$ cat src/rtl/pvt_pkg.sv
package pvt_pkg;

  typedef enum logic [2:0] {
    ST_IDLE,
    ST_FETCH,
    ST_LOAD,
    ST_SETTLE,
    ST_SAMPLE
  } pvt_state_e;

endpackage

$ cat src/rtl/pvt_drive_former.sv
module pvt_drive_former #(
  parameter int PINS = 24
) (
  input  logic            clk,
  input  logic            rst,
  input  logic            load,
  input  logic [PINS-1:0] stim_i,
  input  logic [PINS-1:0] expect_i,
  input  logic [PINS-1:0] care_i,
  input  logic [PINS-1:0] dout_i,
  output logic [PINS-1:0] drive_o,
  output logic [PINS-1:0] expect_o,
  output logic [PINS-1:0] care_o
);

  // One registered drive bit per socket pin; device outputs get the
  // complement of their expected value so an open output reads wrong.
  for (genvar p = 0; p < PINS; p++) begin : g_pin
    always_ff @(posedge clk) begin
      if (rst) begin
        drive_o[p] <= 1'b0;
      end else if (load) begin
        drive_o[p] <= dout_i[p] ? ~expect_i[p] : stim_i[p];
      end
    end
  end

  always_ff @(posedge clk) begin
    if (rst) begin
      expect_o <= '0;
      care_o   <= '0;
    end else if (load) begin
      expect_o <= expect_i;
      care_o   <= care_i;
    end
  end

  // drive word only moves on a load
  p_drive_hold_r2: assert property (@(posedge clk) disable iff (rst)
    !load |=> $stable(drive_o));

endmodule

$ cat src/rtl/pvt_capture.sv
module pvt_capture #(
  parameter int PINS  = 24,
  parameter int GRP_W = 8,
  localparam int NGRP = PINS / GRP_W
) (
  input  logic             clk,
  input  logic             rst,
  input  logic             begin_i,
  input  logic [GRP_W-1:0] rb_data_i,
  output logic [NGRP-1:0]  grp_sel_o,
  output logic [PINS-1:0]  cap_o,
  output logic             done_o
);

  logic [GRP_W-1:0] bank [NGRP];

  // Walking one-hot strobe: one group per cycle, shifts out after the last.
  always_ff @(posedge clk) begin
    if (rst) begin
      grp_sel_o <= '0;
      done_o    <= 1'b0;
    end else begin
      done_o <= grp_sel_o[NGRP-1];
      if (begin_i) begin
        grp_sel_o <= NGRP'(1);
      end else begin
        grp_sel_o <= grp_sel_o << 1;
      end
    end
  end

  for (genvar g = 0; g < NGRP; g++) begin : g_grp
    always_ff @(posedge clk) begin
      if (rst) begin
        bank[g] <= '0;
      end else if (grp_sel_o[g]) begin
        bank[g] <= rb_data_i;
      end
    end
    assign cap_o[g*GRP_W +: GRP_W] = bank[g];
  end

  // at most one group on the read bus
  p_grp_onehot_r3: assert property (@(posedge clk) disable iff (rst)
    $onehot0(grp_sel_o));

  // a finished sweep is reported only after the top group was strobed
  p_sweep_end_r3: assert property (@(posedge clk) disable iff (rst)
    $rose(done_o) |-> $past(grp_sel_o[NGRP-1]));

endmodule

$ cat src/rtl/pvt_verdict.sv
module pvt_verdict #(
  parameter int PINS   = 24,
  parameter int ADDR_W = 8
) (
  input  logic              clk,
  input  logic              rst,
  input  logic              clear_i,
  input  logic              empty_i,
  input  logic              judge_i,
  input  logic              last_i,
  input  logic [ADDR_W-1:0] idx_i,
  input  logic [PINS-1:0]   cap_i,
  input  logic [PINS-1:0]   expect_i,
  input  logic [PINS-1:0]   care_i,
  output logic              miss_o,
  output logic              done_o,
  output logic              pass_o,
  output logic [ADDR_W-1:0] fail_index_o,
  output logic [PINS-1:0]   fail_bits_o
);

  logic [PINS-1:0] diff;

  assign diff   = (cap_i ^ expect_i) & care_i;
  assign miss_o = |diff;

  always_ff @(posedge clk) begin
    if (rst) begin
      done_o       <= 1'b0;
      pass_o       <= 1'b0;
      fail_index_o <= '0;
      fail_bits_o  <= '0;
    end else if (clear_i) begin
      done_o       <= empty_i;
      pass_o       <= empty_i;
      fail_index_o <= '0;
      fail_bits_o  <= '0;
    end else if (judge_i) begin
      if (miss_o) begin
        done_o       <= 1'b1;
        pass_o       <= 1'b0;
        fail_index_o <= idx_i;
        fail_bits_o  <= diff;
      end else if (last_i) begin
        done_o <= 1'b1;
        pass_o <= 1'b1;
      end
    end
  end

  // a go verdict is never shown without done
  p_pass_done_r6: assert property (@(posedge clk) disable iff (rst)
    pass_o |-> done_o);

  // a no-go verdict always names at least one pin
  p_fail_bits_r7: assert property (@(posedge clk) disable iff (rst)
    (done_o && !pass_o) |-> (fail_bits_o != '0));

  // verdict frozen until a new start is accepted
  p_done_hold_r10: assert property (@(posedge clk) disable iff (rst)
    (done_o && !clear_i) |=> (done_o && $stable(pass_o) && $stable(fail_bits_o)));

endmodule

$ cat src/rtl/pin_vector_tester.sv
module pin_vector_tester
  import pvt_pkg::*;
#(
  parameter int PINS     = 24,
  parameter int GRP_W    = 8,
  parameter int ADDR_W   = 8,
  parameter int SETTLE_W = 8,
  localparam int NGRP    = PINS / GRP_W
) (
  input  logic              clk,
  input  logic              rst,
  input  logic              start,
  input  logic [ADDR_W:0]   vec_count,
  input  logic [SETTLE_W-1:0] settle_cycles,
  output logic              vec_rd,
  output logic [ADDR_W-1:0] vec_addr,
  input  logic [PINS-1:0]   vec_stim,
  input  logic [PINS-1:0]   vec_expect,
  input  logic [PINS-1:0]   vec_care,
  input  logic [PINS-1:0]   vec_dout,
  output logic [PINS-1:0]   pin_drive,
  output logic [NGRP-1:0]   grp_sel,
  input  logic [GRP_W-1:0]  rb_data,
  output logic              done,
  output logic              pass,
  output logic [ADDR_W-1:0] fail_index,
  output logic [PINS-1:0]   fail_bits
);

  pvt_state_e          state;
  logic [ADDR_W-1:0]   idx;
  logic [ADDR_W:0]     count_q;
  logic [SETTLE_W-1:0] settle_q;
  logic [SETTLE_W-1:0] settle_cnt;

  logic            accept;
  logic            load;
  logic            cap_begin;
  logic            cap_done;
  logic            judge;
  logic            last;
  logic            miss;
  logic [PINS-1:0] cap_word;
  logic [PINS-1:0] exp_q;
  logic [PINS-1:0] care_q;

  assign accept    = (state == ST_IDLE) && start;
  assign load      = (state == ST_LOAD);
  assign cap_begin = (load && settle_q == '0) ||
                     (state == ST_SETTLE && settle_cnt == SETTLE_W'(1));
  assign judge     = (state == ST_SAMPLE) && cap_done;
  assign last      = ({1'b0, idx} == count_q - 1'b1);

  always_ff @(posedge clk) begin
    if (rst) begin
      state      <= ST_IDLE;
      idx        <= '0;
      count_q    <= '0;
      settle_q   <= '0;
      settle_cnt <= '0;
      vec_rd     <= 1'b0;
      vec_addr   <= '0;
    end else begin
      case (state)
        ST_IDLE: begin
          if (start) begin
            count_q  <= vec_count;
            settle_q <= settle_cycles;
            idx      <= '0;
            if (vec_count != '0) begin
              state    <= ST_FETCH;
              vec_rd   <= 1'b1;
              vec_addr <= '0;
            end
          end
        end
        ST_FETCH: begin
          vec_rd <= 1'b0;
          state  <= ST_LOAD;
        end
        ST_LOAD: begin
          settle_cnt <= settle_q;
          state      <= (settle_q == '0) ? ST_SAMPLE : ST_SETTLE;
        end
        ST_SETTLE: begin
          if (settle_cnt == SETTLE_W'(1)) begin
            state <= ST_SAMPLE;
          end else begin
            settle_cnt <= settle_cnt - 1'b1;
          end
        end
        ST_SAMPLE: begin
          if (cap_done) begin
            if (miss || last) begin
              state <= ST_IDLE;
            end else begin
              idx      <= idx + 1'b1;
              vec_addr <= idx + 1'b1;
              vec_rd   <= 1'b1;
              state    <= ST_FETCH;
            end
          end
        end
        default: state <= ST_IDLE;
      endcase
    end
  end

  pvt_drive_former #(
    .PINS (PINS)
  ) u_drive (
    .clk      (clk),
    .rst      (rst),
    .load     (load),
    .stim_i   (vec_stim),
    .expect_i (vec_expect),
    .care_i   (vec_care),
    .dout_i   (vec_dout),
    .drive_o  (pin_drive),
    .expect_o (exp_q),
    .care_o   (care_q)
  );

  pvt_capture #(
    .PINS  (PINS),
    .GRP_W (GRP_W)
  ) u_capture (
    .clk       (clk),
    .rst       (rst),
    .begin_i   (cap_begin),
    .rb_data_i (rb_data),
    .grp_sel_o (grp_sel),
    .cap_o     (cap_word),
    .done_o    (cap_done)
  );

  pvt_verdict #(
    .PINS   (PINS),
    .ADDR_W (ADDR_W)
  ) u_verdict (
    .clk          (clk),
    .rst          (rst),
    .clear_i      (accept),
    .empty_i      (vec_count == '0),
    .judge_i      (judge),
    .last_i       (last),
    .idx_i        (idx),
    .cap_i        (cap_word),
    .expect_i     (exp_q),
    .care_i       (care_q),
    .miss_o       (miss),
    .done_o       (done),
    .pass_o       (pass),
    .fail_index_o (fail_index),
    .fail_bits_o  (fail_bits)
  );

  // each memory read is a single-cycle strobe
  p_rd_pulse_r11: assert property (@(posedge clk) disable iff (rst)
    vec_rd |=> !vec_rd);

  // socket drive is steady across the readback sweep
  p_sweep_stable_r3: assert property (@(posedge clk) disable iff (rst)
    (|grp_sel) |=> $stable(pin_drive));

  // a start seen mid-run does not clear the verdict path
  p_busy_start_r9: assert property (@(posedge clk) disable iff (rst)
    (state != ST_IDLE && start) |=> !$fell(done));

endmodule

$ cat config.mk
export PLATFORM = sky130hd
export DESIGN_NAME = pin_vector_tester
export DESIGN_NICKNAME = d
export VERILOG_FILES = /design/src/rtl/pvt_pkg.sv /design/src/rtl/pvt_drive_former.sv /design/src/rtl/pvt_capture.sv /design/src/rtl/pvt_verdict.sv /design/src/rtl/pin_vector_tester.sv
export SDC_FILE = /design/constraint.sdc
export NUM_CORES = 1
export LEC_CHECK = 0
export ABC_CLOCK_PERIOD_IN_PS = 4900
export BUFFER_PORTS_ARGS = -buffer_cell sky130_fd_sc_hd__buf_4
export CAP_MARGIN = 20
export CORE_MARGIN = 1
export CORE_UTILIZATION = 57
export DETAILED_ROUTE_END_ITERATION = 8
export PLACE_DENSITY = 0.95
export SYNTH_ARGS = -nofsm -noshare
export SYNTH_HDL_FRONTEND = slang
export SYNTH_SLANG_ARGS = --single-unit
$ cat constraint.sdc
create_clock -name clk -period 4.9 [get_ports clk]
set_input_delay 0.98 -clock clk [delete_from_list [all_inputs] [get_ports clk]]
set_output_delay 0.98 -clock clk [all_outputs]
set_load 0.01 [all_outputs]
Word level (Yosys, flattened, before mapping)
Memory sizes are Yosys's and may differ from the RTL's.
Index checks and enable logic that the tools add are counted.
{ "totals": {"register_bits": 155, "latch_bits": 0, "mem_bits_rw": 24, "mem_bits_ro": 0, "input_bits": 124, "out_inout_bits": 70, "word_cells": 178, "n_memories": 1} }
{ "op_classes": {"n_addsub": 3, "multipliers": 0, "n_div": 0, "magnitude_cmp": 0, "n_eq_ne": 12, "n_shift": 0, "n_mux": 67, "bitwise": 29, "n_reduce_logical": 26} }
{ "mem_list": {"columns": ["memory", "words", "width", "read_ports", "rd_clocked_by_memory_dff", "wr", "line", "source"], "rows": [
  ["u_capture.bank", 3, 8, 3, 0, 3, "pvt_capture.sv:15", "logic [GRP_W-1:0] bank [NGRP];"]
]} }
{ "op_table": {"columns": ["cell", "count"], "rows": [
  ["2-to-1 mux 8 bit", 9],
  ["2-to-1 mux 1 bit", 48],
  ["case mux 8 bit (2 select lines)", 3],
  ["bitwise AND 24 bit", 1],
  ["inverter 1 bit", 24],
  ["OR reduction 24 bit", 1],
  ["XOR 24 bit", 1],
  ["2-to-1 mux 3 bit", 5],
  ["case mux 3 bit (5 select lines)", 1],
  ["AND reduction 5 bit", 2],
  ["== test 8 x 9 -> 1 bit", 1],
  ["logical NOT 9 bit", 1],
  ["nonzero test 9 bit", 1],
  ["subtractor 9 x 1 -> 9 bit, second input constant", 1],
  ["adder 8 x 1 -> 8 bit, second input constant", 1],
  ["== test 8 x 1 -> 1 bit, second input constant", 1],
  ["logical NOT 8 bit", 1],
  ["AND reduction 2 bit", 4],
  ["AND reduction 4 bit", 2],
  ["subtractor 8 x 1 -> 8 bit, second input constant", 1],
  ["== test 3 x 2 -> 1 bit, second input constant", 2],
  ["inequality test 2 x 1 -> 1 bit, second input constant", 3],
  ["inequality test 2 bit, second input constant", 3],
  ["nonzero test 2 bit", 3],
  ["9 further kinds", 17]
]} }

Depth between registers and ports, before layout
An unclocked memory read counts as a cell.
{ "logic_depth": {"word_depth": 8, "depth_mapped": 10} }

Hierarchy
Synthesis repeated with hierarchy kept, for this count alone.
{ "hier_totals": {"cells_unflattened": 861, "area_unflattened_um2": 8280.4} }
{ "modules_own_cells": {"columns": ["mod", "n_inst", "cells_per_inst", "area_per_inst_um2", "seq_area_each_um2"], "rows": [
  ["pvt_drive_former", 1, 283, 2990.4, 1441.4],
  ["pin_vector_tester", 1, 319, 2427.3, 900.9],
  ["pvt_verdict", 1, 197, 1790.5, 680.7],
  ["pvt_capture", 1, 62, 1072.3, 800.8]
]} }

Worst setup path before layout
No wires, ideal clock.
{ "synth_timing": {"path_kind": "in2reg", "from": "in start", "to": "reg idx[2]", "setup_time_ns": 0.074, "arrival_time_ns": 2.456, "setup_slack_ns": 2.370, "stages": 7, "path_buffers": 0, "cell_sequence": "nor2b_1 > a21oi_1 > nor3_1 > nand2_1 > a211oi_1 > a31oi_1 > o21ai_0"} }
{ "synth_via": {"elab_chain_len": 2} }
{ "synth_lines": {"columns": ["element", "line", "source"], "rows": [
  ["start, declared", "pin_vector_tester.sv:12", "input logic start,"],
  ["inequality test 2 bit (no line)", null, null],
  ["AND reduction 4 bit (no line)", null, null],
  ["end signal, assigned", "pin_vector_tester.sv:97", "idx <= idx + 1'b1;"],
  ["end, declared", "pin_vector_tester.sv:31", "logic [ADDR_W-1:0] idx;"]
]} }
Every way passes these cells.
A chain may end at the register's enable or synchronous reset.

Worst setup path after layout
Ends and elaborated chain as after synthesis.

==> results by group <==
Power
  • Internal: around 0.0027 W
  • Max VDD drop: 257 uV
  • Lkg Pwr: 4.07 nW
  • Sw Ratio: 0.305
  • Psw: 0.00118 W
  • Power Density: roughly 400 nW/um^2
  • Reg power frac: 0.454
  • Proportion of power drawn by combinational gates: 0.219
  • Clock share of power: 0.327

Synthesis
  • Synth cell types: 45
  • Synthesized net count: 1022
  • Post-synthesis average cell area: approximately 8.7 sq um
  • #FFs+latches synth: between 150 and 200
  • Synth area leader: dfxtp_1
  • Synth top area share: 0.401
  • Syn Inst Count: 894
  • Seq/Total Area, Yosys: 0.494
  • Top FF cell, synth: dfxtp_1
  • Top cells by area, synth: dfxtp_1 (40%), edfxtp_1 (9.3%), nand2_1 (7.7%)
  • Post-synth ARST share: 0
  • Synthesized cell area: roughly 7700 sq um
  • Post-synth EDFFs: 24
  • Syn. warnings: 0

STA
  • Final Max Tran Viols: 0
  • Worst-margin pin slew: approximately 0.99 ns
  • Setup-failing EPs final: 0
  • RSZ-0062 raised after global routing: false
  • Fmax: around 360 MHz
  • Final Skew: roughly 0.0093 ns
  • Final hold viol count: 0
  • Max-slew headroom: 0.335
  • Final min period: between 2 and 3 ns
  • Final worst-path cycle share: 0.563
  • Setup TNS Final: 0 ns

Floorplan
  • # rows: 42
  • I/O Pins: between 150 and 200
  • Die X: about 120 um
  • Initial core utilization: 0.585
  • Die area: 14100 sq um
  • Area of the core: ~13000 sq um
  • Chip height: about 120 um

Global routing
  • Tot GR Track Use: 0.289
  • Total global routing overflow: 0
  • First-pass GRT wire length: roughly 32000 um
  • Largest net degree at the start of global routing: between 80 and 90
  • Antenna violations before repair: 0
  • Vias in the first global route: 6688

Cells and area
  • Layout area overhead: 26.8%
  • Most common cell after layout, fill and taps aside: buf_4
  • Multi-input gate area: about 3600 sq um
  • N_diodes: 0
  • Fillers: 959
  • Layout Nets: 1187
  • Sequential cell area: 3820 sq um
  • Share of cells above drive strength 1: 0.223
  • Final Core Density: 0.741
  • Most frequent cells in the layout: buf_4 (198), nand2_1 (159), dfxtp_1 (155), a21oi_1 (100), nor2_1 (52)

Drt
  • DRT iter0 DRCs: between 600 and 700
  • Routed vias: ~7000
  • Via density: about 5.6
  • DRC: 0
  • Routed Antenna Nets: 0
  • Drt first pass iters: 5
  • Per-cell routed wire length: around 16 um
  • Final wirelength: 19800 um

Clocking
  • Total CTS buffers: 17
  • Clock buffer depth: 2
  • Clock Latency Late Sink: approximately 0.44 ns
  • CTS Sinks: ~180
  • Root buf cell: clkbuf_16
  • Post-cts resize count: 0
  • Clock-pin slew of the registers on the worst-case setup and hold paths: roughly 0.060 ns
  • CTS tree: built
  • Number of post-CTS setup repair buffers: 0
  • Cts hold-fix bufs: 0
  • Htree depth: 4

Setup path
  • Category of the critical setup timing path: input pin to flip-flop
  • Critical Path Start Type: input pin
  • Worst EP required: about 5.3 ns
  • Worst Setup End Kind: flip-flop
  • Origin of the worst setup path: start
  • FF-to-FF Start: u_capture.bank[1][1]
  • WP data arrival: approximately 3.1 ns
  • CP Max Fanout: 7

Placement
  • Placer Congestion: between 0.8 and 0.9
  • Buffers on Ports: between 150 and 200
  • Dpl hpwl: 14300 um

Run status
  • Status: complete, no violations

Worst hold path
  • Hold/Removal Path Class: flip-flop to flip-flop
  • Hold path start: u_verdict.fail_bits_o[9]

Run
  • Max Cap Viol: 0
power groups by stage:
stage                     clock network, W  registers [W]  logic, W
after floorplan                          0        0.00176  0.000538
after global placement                   0        0.00177  0.000799
after detailed placement                 0        0.00178  0.000827
after CTS                          0.00127        0.00175  0.000835
after global routing               0.00133        0.00177  0.000930
final                              0.00126        0.00175  0.000844
cells by family after synthesis:
kind of cell | synth area share
XOR/XNOR | 0.0396
buffers and inverters | 0.0444
AO/OA/AOI/OAI | 0.158
multiplexers | 0.0465
adder cells (fa/ha/maj) | 0.00646
AND/OR/NAND/NOR | 0.211
flip-flops | 0.494
cell usage after synthesis (all sizes together) (5+ instances only):
master  number
a211oi      33
a21oi      100
a221oi       5
a22oi       16
and2        25
buf          5
clkbuf      48
dfxtp      155
edfxtp      24
inv         38
mux2i       36
nand2      159
nand2b      38
nand3       32
nor2        52
nor2b        5
nor3         8
nor3b        6
nor4         9
o21ai       26
xor2        31
path summary, 6_finish.rpt:
kind | to | slack, ns | cells past startpoint
max | idx[2] | 2.14 | 8
min | u_verdict.fail_bits_o[9] | 0.47 | 2
max reg2reg | idx[2] | 2.19 | 7
min reg2reg | u_verdict.fail_bits_o[9] | 0.47 | 2
layer usage:
metal | global-route usage | part of all wire
met5 | 0 | 0
met1 | 0.365 | 0.43
met2 | 0.476 | 0.47
met4 | 0.113 | 0.024
met3 | 0.0714 | 0.068
flip-flops by register name, indices dropped and copies added, names as in the netlist, 9 cells and up:
name and count:
u_drive.care_o 24, u_drive.drive_o 24, u_verdict.fail_bits_o 24, count_q 9, u_capture.bank 24, u_drive.expect_o 24
critical path, stage by stage:
cell      delay, ns
buf_4          0.09
nor2b_1        0.21
a21oi_1        0.12
nor3_1         0.50
nand2_1        0.14
a211oi_1       0.75
a31oi_1        0.20
o21ai_0        0.12
cell type report:
class	instances	share of cell area
multi-input cells	624	0.365
clock buffers	19	0.0441
repair buffers	199	0.153
inverters	38	0.0145
clock inverters	13	0.0112
well taps	176	0.0224
flip-flops and latches	179	0.390
through the flow:
| step | area (sq um) | instances | total power (W) | worst slack (ns) | hold slack [ns] |
|---|---|---|---|---|---|
| CTS | 9800 | 1247 | 0.00385 | 2.24 | 0.472 |
| floorplan | 7740 | 894 | 0.00230 | 2.37 | 0.446 |
| global placement | 9260 | 1215 | 0.00257 | 1.88 | 0.453 |
| finish | 9820 | 1248 | 0.00386 | 2.14 | 0.471 |
| detailed placement | 9260 | 1215 | 0.00261 | 1.81 | 0.459 |
| global route | 9820 | 1248 | 0.00403 | 1.94 | 0.489 |
(Power assumes the default switching activity.)
